===== config.mk =====
export PLATFORM = sky130hd
export DESIGN_NAME = owire_txn_master
export DESIGN_NICKNAME = d
export VERILOG_FILES = /design/src/rtl/owm_pkg.sv /design/src/rtl/owm_slot_engine.sv /design/src/rtl/owm_bit_shifter.sv /design/src/rtl/owire_txn_master.sv
export SDC_FILE = /design/constraint.sdc
export NUM_CORES = 1
export LEC_CHECK = 0
export CORE_UTILIZATION = 29
export CTS_BUF_LIST = sky130_fd_sc_hd__clkbuf_16
export DETAILED_ROUTE_END_ITERATION = 12
export PLACE_DENSITY_LB_ADDON = 0.1
export SLEW_MARGIN = 20
export SYNTH_ARGS = -nofsm -noshare
export SYNTH_HDL_FRONTEND = slang
export SYNTH_SLANG_ARGS = --single-unit

===== constraint.sdc =====
create_clock -name clk -period 2.4 [get_ports clk]
set_clock_uncertainty 0.05 [all_clocks]
set_input_delay 0.48 -clock clk [delete_from_list [all_inputs] [get_ports clk]]
set_output_delay 0.48 -clock clk [all_outputs]
set_load 0.1 [all_outputs]

===== src/rtl/owm_pkg.sv =====
package owm_pkg;

    localparam int BYTE_W     = 8;
    localparam int ADDR_BYTES = 8;
    localparam logic [BYTE_W-1:0] SELECT_CODE = 8'h55;

    typedef enum logic [1:0] {
        K_RESET,
        K_WR0,
        K_WR1,
        K_READ
    } slot_kind_e;

    typedef enum logic [2:0] {
        S_IDLE,
        S_RST,
        S_ROM,
        S_ADDR,
        S_MEM,
        S_WFETCH,
        S_DATA,
        S_RHOLD
    } seq_state_e;

    function automatic logic is_select(input logic [BYTE_W-1:0] code);
        return code == SELECT_CODE;
    endfunction

    function automatic slot_kind_e write_kind(input logic b);
        return b ? K_WR1 : K_WR0;
    endfunction

endpackage


===== src/rtl/owm_slot_engine.sv =====
module owm_slot_engine
    import owm_pkg::*;
#(
    parameter int RST_LOW  = 480,
    parameter int RST_REST = 480,
    parameter int PRES_AT  = 70,
    parameter int SLOT_LEN = 70,
    parameter int W0_LOW   = 60,
    parameter int W1_LOW   = 6,
    parameter int RD_LOW   = 6,
    parameter int RD_AT    = 15,
    parameter int MAX_LOW  = 120
) (
    input  logic       clk,
    input  logic       rst,
    input  logic       tick,
    input  logic       go,
    input  slot_kind_e kind,
    input  logic       line_in,
    output logic       drive_low,
    output logic       slot_done,
    output logic       bit_q,
    output logic       pres_q
);
    localparam int CW = $clog2(RST_LOW + RST_REST + MAX_LOW + 1);

    logic          active;
    slot_kind_e    kind_q;
    logic [CW-1:0] cnt;
    logic [CW-1:0] low_len;
    logic [CW-1:0] total;
    logic [CW-1:0] samp;
    logic [CW-1:0] lowrun;

    always_comb begin
        case (kind_q)
            K_RESET: begin
                low_len = CW'(RST_LOW);
                total   = CW'(RST_LOW + RST_REST);
                samp    = CW'(RST_LOW + PRES_AT);
            end
            K_WR0: begin
                low_len = CW'(W0_LOW);
                total   = CW'(SLOT_LEN);
                samp    = CW'(RD_AT);
            end
            K_WR1: begin
                low_len = CW'(W1_LOW);
                total   = CW'(SLOT_LEN);
                samp    = CW'(RD_AT);
            end
            default: begin
                low_len = CW'(RD_LOW);
                total   = CW'(SLOT_LEN);
                samp    = CW'(RD_AT);
            end
        endcase
    end

    assign drive_low = active && (cnt < low_len);

    always_ff @(posedge clk) begin
        if (rst) begin
            active    <= 1'b0;
            kind_q    <= K_RESET;
            cnt       <= '0;
            slot_done <= 1'b0;
            bit_q     <= 1'b0;
            pres_q    <= 1'b0;
        end else begin
            slot_done <= 1'b0;
            if (go && !active) begin
                active <= 1'b1;
                kind_q <= kind;
                cnt    <= '0;
                if (kind == K_RESET) pres_q <= 1'b0;
            end else if (active && tick) begin
                cnt <= cnt + 1'b1;
                if (cnt == samp) begin
                    if (kind_q == K_RESET) pres_q <= !line_in;
                    else if (kind_q == K_READ) bit_q <= line_in;
                end
                if (cnt == total - 1'b1) begin
                    active    <= 1'b0;
                    slot_done <= 1'b1;
                end
            end
        end
    end

    // length of the current pull-low inside a bit slot, in ticks
    always_ff @(posedge clk) begin
        if (rst || !drive_low || kind_q == K_RESET) lowrun <= '0;
        else if (tick) lowrun <= lowrun + 1'b1;
    end


    slot_no_overlap_chk: assert property (@(posedge clk) disable iff (rst)
        go |-> !active);


    slot_low_limit_chk: assert property (@(posedge clk) disable iff (rst)
        lowrun < CW'(MAX_LOW));


    slot_done_idle_chk: assert property (@(posedge clk) disable iff (rst)
        slot_done |-> !drive_low);

endmodule


===== src/rtl/owm_bit_shifter.sv =====
module owm_bit_shifter
    import owm_pkg::*;
(
    input  logic              clk,
    input  logic              rst,
    input  logic              load,
    input  logic [BYTE_W-1:0] load_val,
    input  logic              shift,
    input  logic              shift_in,
    output logic [BYTE_W-1:0] q,
    output logic              last_bit
);
    localparam int BW = $clog2(BYTE_W);

    logic [BW-1:0] bitn;

    assign last_bit = (bitn == BW'(BYTE_W - 1));

    always_ff @(posedge clk) begin
        if (rst) begin
            q    <= '0;
            bitn <= '0;
        end else if (load) begin
            q    <= load_val;
            bitn <= '0;
        end else if (shift) begin
            q    <= {shift_in, q[BYTE_W-1:1]};
            bitn <= bitn + 1'b1;
        end
    end

endmodule


===== src/rtl/owire_txn_master.sv =====
module owire_txn_master
    import owm_pkg::*;
#(
    parameter int LEN_W    = 8,
    parameter int RST_LOW  = 480,
    parameter int RST_REST = 480,
    parameter int PRES_AT  = 70,
    parameter int SLOT_LEN = 70,
    parameter int W0_LOW   = 60,
    parameter int W1_LOW   = 6,
    parameter int RD_LOW   = 6,
    parameter int RD_AT    = 15,
    parameter int MAX_LOW  = 120
) (
    input  logic              clk,
    input  logic              rst,
    input  logic              tick,
    input  logic              start,
    input  logic [7:0]        rom_cmd,
    input  logic [7:0]        mem_cmd,
    input  logic [63:0]       addr,
    input  logic              rd_mode,
    input  logic [LEN_W-1:0]  nbytes,
    output logic              ready,
    input  logic [7:0]        wr_data,
    input  logic              wr_valid,
    output logic              wr_ready,
    output logic [7:0]        rd_data,
    output logic              rd_valid,
    input  logic              rd_ready,
    input  logic              line_in,
    output logic              line_pull_low,
    output logic              presence,
    output logic              no_device,
    output logic              done
);
    localparam int AW = $clog2(ADDR_BYTES);

    seq_state_e       st;
    logic             live;
    logic             sel_q;
    logic             rd_q;
    logic [7:0]       mem_q;
    logic [63:0]      addr_q;
    logic [AW-1:0]    abyte;
    logic [LEN_W-1:0] left;
    logic             done_q;
    logic             pres_hold;
    logic             nodev_q;

    logic             in_bits;
    logic             go;
    slot_kind_e       kind;
    logic             eng_done;
    logic             eng_bit;
    logic             eng_pres;
    logic             byte_end;

    logic             sh_load;
    logic [7:0]       sh_val;
    logic             sh_shift;
    logic [7:0]       sh_q;
    logic             sh_last;

    assign in_bits  = (st == S_ROM) || (st == S_ADDR) || (st == S_MEM) || (st == S_DATA);
    assign go       = (in_bits || st == S_RST) && !live;
    assign byte_end = in_bits && eng_done && sh_last;

    always_comb begin
        if (st == S_RST)                kind = K_RESET;
        else if (st == S_DATA && rd_q)  kind = K_READ;
        else                            kind = write_kind(sh_q[0]);
    end

    // next byte to load into the shifter
    always_comb begin
        sh_load = 1'b0;
        sh_val  = mem_q;
        case (st)
            S_IDLE:   begin sh_load = start;    sh_val = rom_cmd;     end
            S_ROM:    begin sh_load = byte_end; sh_val = sel_q ? addr_q[7:0] : mem_q; end
            S_ADDR:   begin
                sh_load = byte_end;
                sh_val  = (abyte == AW'(ADDR_BYTES - 1)) ? mem_q : addr_q[7:0];
            end
            S_WFETCH: begin sh_load = wr_valid; sh_val = wr_data;     end
            default:  ;
        endcase
        sh_shift = in_bits && eng_done;
    end

    owm_slot_engine #(
        .RST_LOW (RST_LOW),  .RST_REST(RST_REST), .PRES_AT(PRES_AT),
        .SLOT_LEN(SLOT_LEN), .W0_LOW  (W0_LOW),   .W1_LOW (W1_LOW),
        .RD_LOW  (RD_LOW),   .RD_AT   (RD_AT),    .MAX_LOW(MAX_LOW)
    ) u_slot (
        .clk      (clk),
        .rst      (rst),
        .tick     (tick),
        .go       (go),
        .kind     (kind),
        .line_in  (line_in),
        .drive_low(line_pull_low),
        .slot_done(eng_done),
        .bit_q    (eng_bit),
        .pres_q   (eng_pres)
    );

    owm_bit_shifter u_shift (
        .clk     (clk),
        .rst     (rst),
        .load    (sh_load),
        .load_val(sh_val),
        .shift   (sh_shift),
        .shift_in(eng_bit),
        .q       (sh_q),
        .last_bit(sh_last)
    );

    always_ff @(posedge clk) begin
        if (rst) begin
            st        <= S_IDLE;
            live      <= 1'b0;
            sel_q     <= 1'b0;
            rd_q      <= 1'b0;
            mem_q     <= '0;
            addr_q    <= '0;
            abyte     <= '0;
            left      <= '0;
            done_q    <= 1'b0;
            pres_hold <= 1'b0;
            nodev_q   <= 1'b0;
        end else begin
            done_q <= 1'b0;
            if (go) live <= 1'b1;
            if (eng_done) live <= 1'b0;
            case (st)
                S_IDLE: if (start) begin
                    sel_q     <= is_select(rom_cmd);
                    rd_q      <= rd_mode;
                    mem_q     <= mem_cmd;
                    addr_q    <= addr;
                    left      <= nbytes;
                    pres_hold <= 1'b0;
                    nodev_q   <= 1'b0;
                    st        <= S_RST;
                end
                S_RST: if (eng_done) begin
                    if (eng_pres) begin
                        pres_hold <= 1'b1;
                        st        <= S_ROM;
                    end else begin
                        nodev_q <= 1'b1;
                        done_q  <= 1'b1;
                        st      <= S_IDLE;
                    end
                end
                S_ROM: if (byte_end) begin
                    if (sel_q) begin
                        st     <= S_ADDR;
                        abyte  <= '0;
                        addr_q <= addr_q >> 8;
                    end else begin
                        st <= S_MEM;
                    end
                end
                S_ADDR: if (byte_end) begin
                    if (abyte == AW'(ADDR_BYTES - 1)) begin
                        st <= S_MEM;
                    end else begin
                        abyte  <= abyte + 1'b1;
                        addr_q <= addr_q >> 8;
                    end
                end
                S_MEM: if (byte_end) begin
                    if (left == '0) begin
                        done_q <= 1'b1;
                        st     <= S_IDLE;
                    end else begin
                        st <= rd_q ? S_DATA : S_WFETCH;
                    end
                end
                S_WFETCH: if (wr_valid) st <= S_DATA;
                S_DATA: if (byte_end) begin
                    if (rd_q) begin
                        st <= S_RHOLD;
                    end else begin
                        left <= left - 1'b1;
                        if (left == LEN_W'(1)) begin
                            done_q <= 1'b1;
                            st     <= S_IDLE;
                        end else begin
                            st <= S_WFETCH;
                        end
                    end
                end
                S_RHOLD: if (rd_ready) begin
                    left <= left - 1'b1;
                    if (left == LEN_W'(1)) begin
                        done_q <= 1'b1;
                        st     <= S_IDLE;
                    end else begin
                        st <= S_DATA;
                    end
                end
                default: st <= S_IDLE;
            endcase
        end
    end

    assign ready     = (st == S_IDLE);
    assign wr_ready  = (st == S_WFETCH);
    assign rd_valid  = (st == S_RHOLD);
    assign rd_data   = sh_q;
    assign done      = done_q;
    assign presence  = pres_hold;
    assign no_device = nodev_q;


    stall_release_chk: assert property (@(posedge clk) disable iff (rst)
        (wr_ready || rd_valid) |-> !line_pull_low);


    rd_hold_chk: assert property (@(posedge clk) disable iff (rst)
        (rd_valid && !rd_ready) |=> (rd_valid && $stable(rd_data)));


    done_ready_chk: assert property (@(posedge clk) disable iff (rst)
        done |-> ready);


    nodev_abort_chk: assert property (@(posedge clk) disable iff (rst)
        $rose(no_device) |-> (done && !line_pull_low && !presence));


    done_pulse_chk: assert property (@(posedge clk) disable iff (rst)
        done |=> !done);

endmodule


==> impl_metrics.yaml <==
timing:
  tightestPinTransition_ns: 0.717
  max_freq_mhz: 393
  min_period_ns: 2.55
  setup_viol: 1
  slew_viol_final: 0
  hold_viol_final: 0
  fin_crit_sh_pct: 106
  setup_tns_ns: -0.146
  relSlewSlack_pct: 52.0
  setup_ws_ns: -0.146
  grt_setup_unrepaired: "yes"
drt:
  wl_per_cell_um: 15.7
  num_vias: 5888
  wirelength_mm: 18.2
  postRouteAntennaNets: 0
  drcViolationCount: 0
  drt_first_pass_iters: 5
  drt-initial-drc-count: 334
  routed_via_density: 5.06
worst_setup_path:
  worstPathCellList: "nand2b_4 -> ha_1 -> o2111ai_1 -> o21ai_1 -> a21o_1 -> a21oi_4 -> buf_12"
  cp.required_ns: 1.87
  cp.arrival_ns: 2.02
  cp_top_family: "compound AO/OA/AOI/OAI gates"
  start_kind: "flop"
  criticalPathCategory: "reg2out"
  cp_slowest_stage_delay_ns: 0.37
  worst_setup_path_end_kind: "primary output"
  crit_buf_inv: 1
  slowest_stage: "dfxtp_4"
  cp_max_fo: 6
global_route:
  gr-usage-met3_pct: 3.26
  gr-total-overflow: 0
  grt_pass1_wl_mm: 29.7
  grt-busiest-layer: "met2"
  antenna_found_initial: 0
  grt_max_degree: 61
  grtUsageMet2_pct: 28.9
  grt.total_usage_pct: 17.5
  met1_usage_pct: 22.4
  grt_pass1_vias: 5921
synthesis:
  synthCells: 768
  synth_flop_cell: "dfxtp_1"
  yosysSeqAreaShare_pct: 40.0
  synth.area.top_cells: "dfxtp_1 40%, nand2_1 11%, a311oi_1 8.3%"
  synth_top_area_share_pct: 40.0
  synth_top_area_cell: "dfxtp_1"
  synthArstFlopShare_pct: 0
  synth_area_sq_mm: 0.00601
  synth_edf_count: 0
  ys_types: 59
  syn-num-nets: 887
  synth.avg_cell_area_sq_um: 7.83
  yosysWarnings: 0
  ys_ff_latch: 120
clock_network:
  root_buffer: "clkbuf_16"
  clock_path_buffers: 2
  cts_tree: "done"
  clock_latency_ns: 0.41
  clk_pin_slew_ns: 0.06
  cts_sinks: 120
  cts_inserted_buffers: 17
  cts_htree_levels: 4
placed_design:
  place.gp.congestion: 0.830
  place_ws_ns: 0.103
  dp.cells: 1128
  portBuffers: 118
  dpl.hpwl_mm: 13.3
cells_and_area:
  antenna_cells: 0
  nets: 999
  final_cells: 1163
  final_util_pct: 40.8
  area_growth_pct: 37.9
  drive_above_1_share_pct: 11.2
floorplan:
  pin_count: 119
  rows: 52
  core-area_sq_mm: 0.0203
  initial_core_util_pct: 29.6
  die_area_sq_mm: 0.0213
  die_y_um: 146
  die_w_um: 146
power:
  vdd_drop_max_mv: 0.337
  pwr-share-seq_pct: 38.6
  power_frac_comb_pct: 19.6
  power_frac_clock_pct: 41.7
  total_leakage_power_uw: 0.00326
  powerDensity_mw_per_mm2: 720
  cellInternalPower_uw: 4270
  p_sw_share_pct: 28.3
  power_uw: 5960
  p_switching_uw: 1690
run_status:
  violations: "negative setup slack"
  status: "finished, violations left"
job:
  maxCapViolations: 0
worst_hold_path:
  hold_path.class: "reg2reg"
[worst paths after layout]
kind              depth (start not counted)                          start                 endpoint  slack, ns
setup / recovery                          7  u_slot.kind_q[1]$_SDFFE_PP0P_            line_pull_low      -0.15
hold / removal                            2          mem_q[2]$_SDFFE_PP0P_    mem_q[2]$_SDFFE_PP0P_       0.41
setup reg to reg                          8   u_shift.bitn[0]$_SDFFE_PP0P_  addr_q[41]$_SDFFE_PP0P_       0.27
hold reg to reg                           2          mem_q[2]$_SDFFE_PP0P_    mem_q[2]$_SDFFE_PP0P_       0.41
[logic make-up (layout without fill, tap and decap cells)]
kind of cell | after synthesis | after routing | synth area share, %
adder cells (fa/ha/maj) | 15 | 15 | 3.12
multiplexers | 21 | 21 | 3.54
XOR/XNOR | 11 | 11 | 1.60
flip-flops | 120 | 120 | 40.0
AO/OA/AOI/OAI | 179 | 179 | 21.5
AND/OR/NAND/NOR | 354 | 354 | 25.7
buffers and inverters | 68 | 193 | 4.56
[stage by stage]
stage,area (sq um),hold slack [ns]
after floorplan,6050,0.382
after global placement,7640,0.394
after detailed placement,7640,0.399
after CTS,8270,0.409
after global routing,8290,0.431
final,8290,0.407
[area by class of cell]
type,instances,area [sq um]
inverters,10,37.5
flip-flops and latches,120,2410
clock buffers,17,425
repair buffers,151,1500
well taps,270,338
multi-input cells,580,3430
clock inverters,15,145
fillers,2099,12000
[cells in the final DEF, fill, tap and decap left out, types with 4 or more instances in the layout]
cell and count:
xnor2_1 5, o21a_1 11, inv_1 13, buf_4 40, dfxtp_1 117, a311oi_1 57
xor2_1 6, and2_1 4, a22oi_1 8, o21ai_0 11, o22ai_1 8, nor4_1 6
buf_12 9, and3_1 10, nand2b_1 4, a32o_1 4, o32ai_1 4, clkinv_2 5
clkbuf_16 17, nand2_1 174, nor3_1 10, a21oi_1 50, clkdlybuf4s50_1 102, ha_1 12
nand3_1 26, nor2b_1 5, mux2i_1 19, nor2_1 86, nand4_1 6
[timing repair]
| action | CTS | global route |
|---|---|---|
| pin swaps | 3 | 0 |
| gates cloned | 0 | 0 |
| hold endpoints to repair | 0 | 0 |
| hold buffers | 0 | 0 |
| setup endpoints to repair | 2 | 2 |
| gates resized for setup | 9 | 3 |
| setup buffers | 3 | 0 |
[state kept, by name, summed over array words and instances, names as in the netlist]
| signal | cells |
|---|---|
| abyte | 3 |
| addr_q | 64 |
| done | 1 |
| left | 8 |
| live | 1 |
| mem_q | 8 |
| no_device | 1 |
| presence | 1 |
| rd_q | 1 |
| sel_q | 1 |
| st | 3 |
| u_shift.bitn | 3 |
| u_shift.q | 8 |
| u_slot.active | 1 |
| u_slot.bit_q | 1 |
| u_slot.cnt | 11 |
| u_slot.kind_q | 2 |
| u_slot.pres_q | 1 |
| u_slot.slot_done | 1 |
[cells in the mapped netlist (3+ instances only)]
cell	instances
nand2_1	175
dfxtp_1	120
nor2_1	87
a311oi_1	57
a21oi_1	51
clkbuf_1	43
nand3_1	26
mux2i_1	19
ha_1	15
buf_2	12
o21a_1	12
o21ai_0	12
nor3_1	11
and3_1	10
inv_1	10
a22oi_1	8
o22ai_1	8
nand4_1	6
nor2b_1	6
nor4_1	6
xor2_1	6
nand2b_1	5
xnor2_1	5
a32o_1	4
and2_1	4
o32ai_1	4
a31oi_1	3
[per-layer routing]
| metal | wire [um] | vias up |
|---|---|---|
| li1 | - | 2972 |
| met1 | 8550 | 2749 |
| met2 | 8620 | 144 |
| met3 | 737 | 23 |
| met4 | 308 | 0 |
| met5 | 0 | - |
[worst register-to-register path, stage by stage (launching register included)]
cell and delay (ns):
dfxtp_1 0.37, ha_1 0.17, ha_1 0.25, nand3_1 0.17
a21oi_1 0.25, o21a_4 0.22, buf_12 0.23, nor2_1 0.08
a311oi_1 0.26
[power by group through the flow]
| stage | clock network [uW] | registers [uW] | logic, uW |
|---|---|---|---|
| final | 2490 | 2300 | 1170 |
| after global routing | 2660 | 2330 | 1280 |
| after CTS | 2560 | 2300 | 1180 |
| after detailed placement | 0 | 2340 | 1170 |
| after global placement | 0 | 2340 | 1160 |
| after floorplan | 0 | 2430 | 616 |
(Power assumes the default switching activity.)
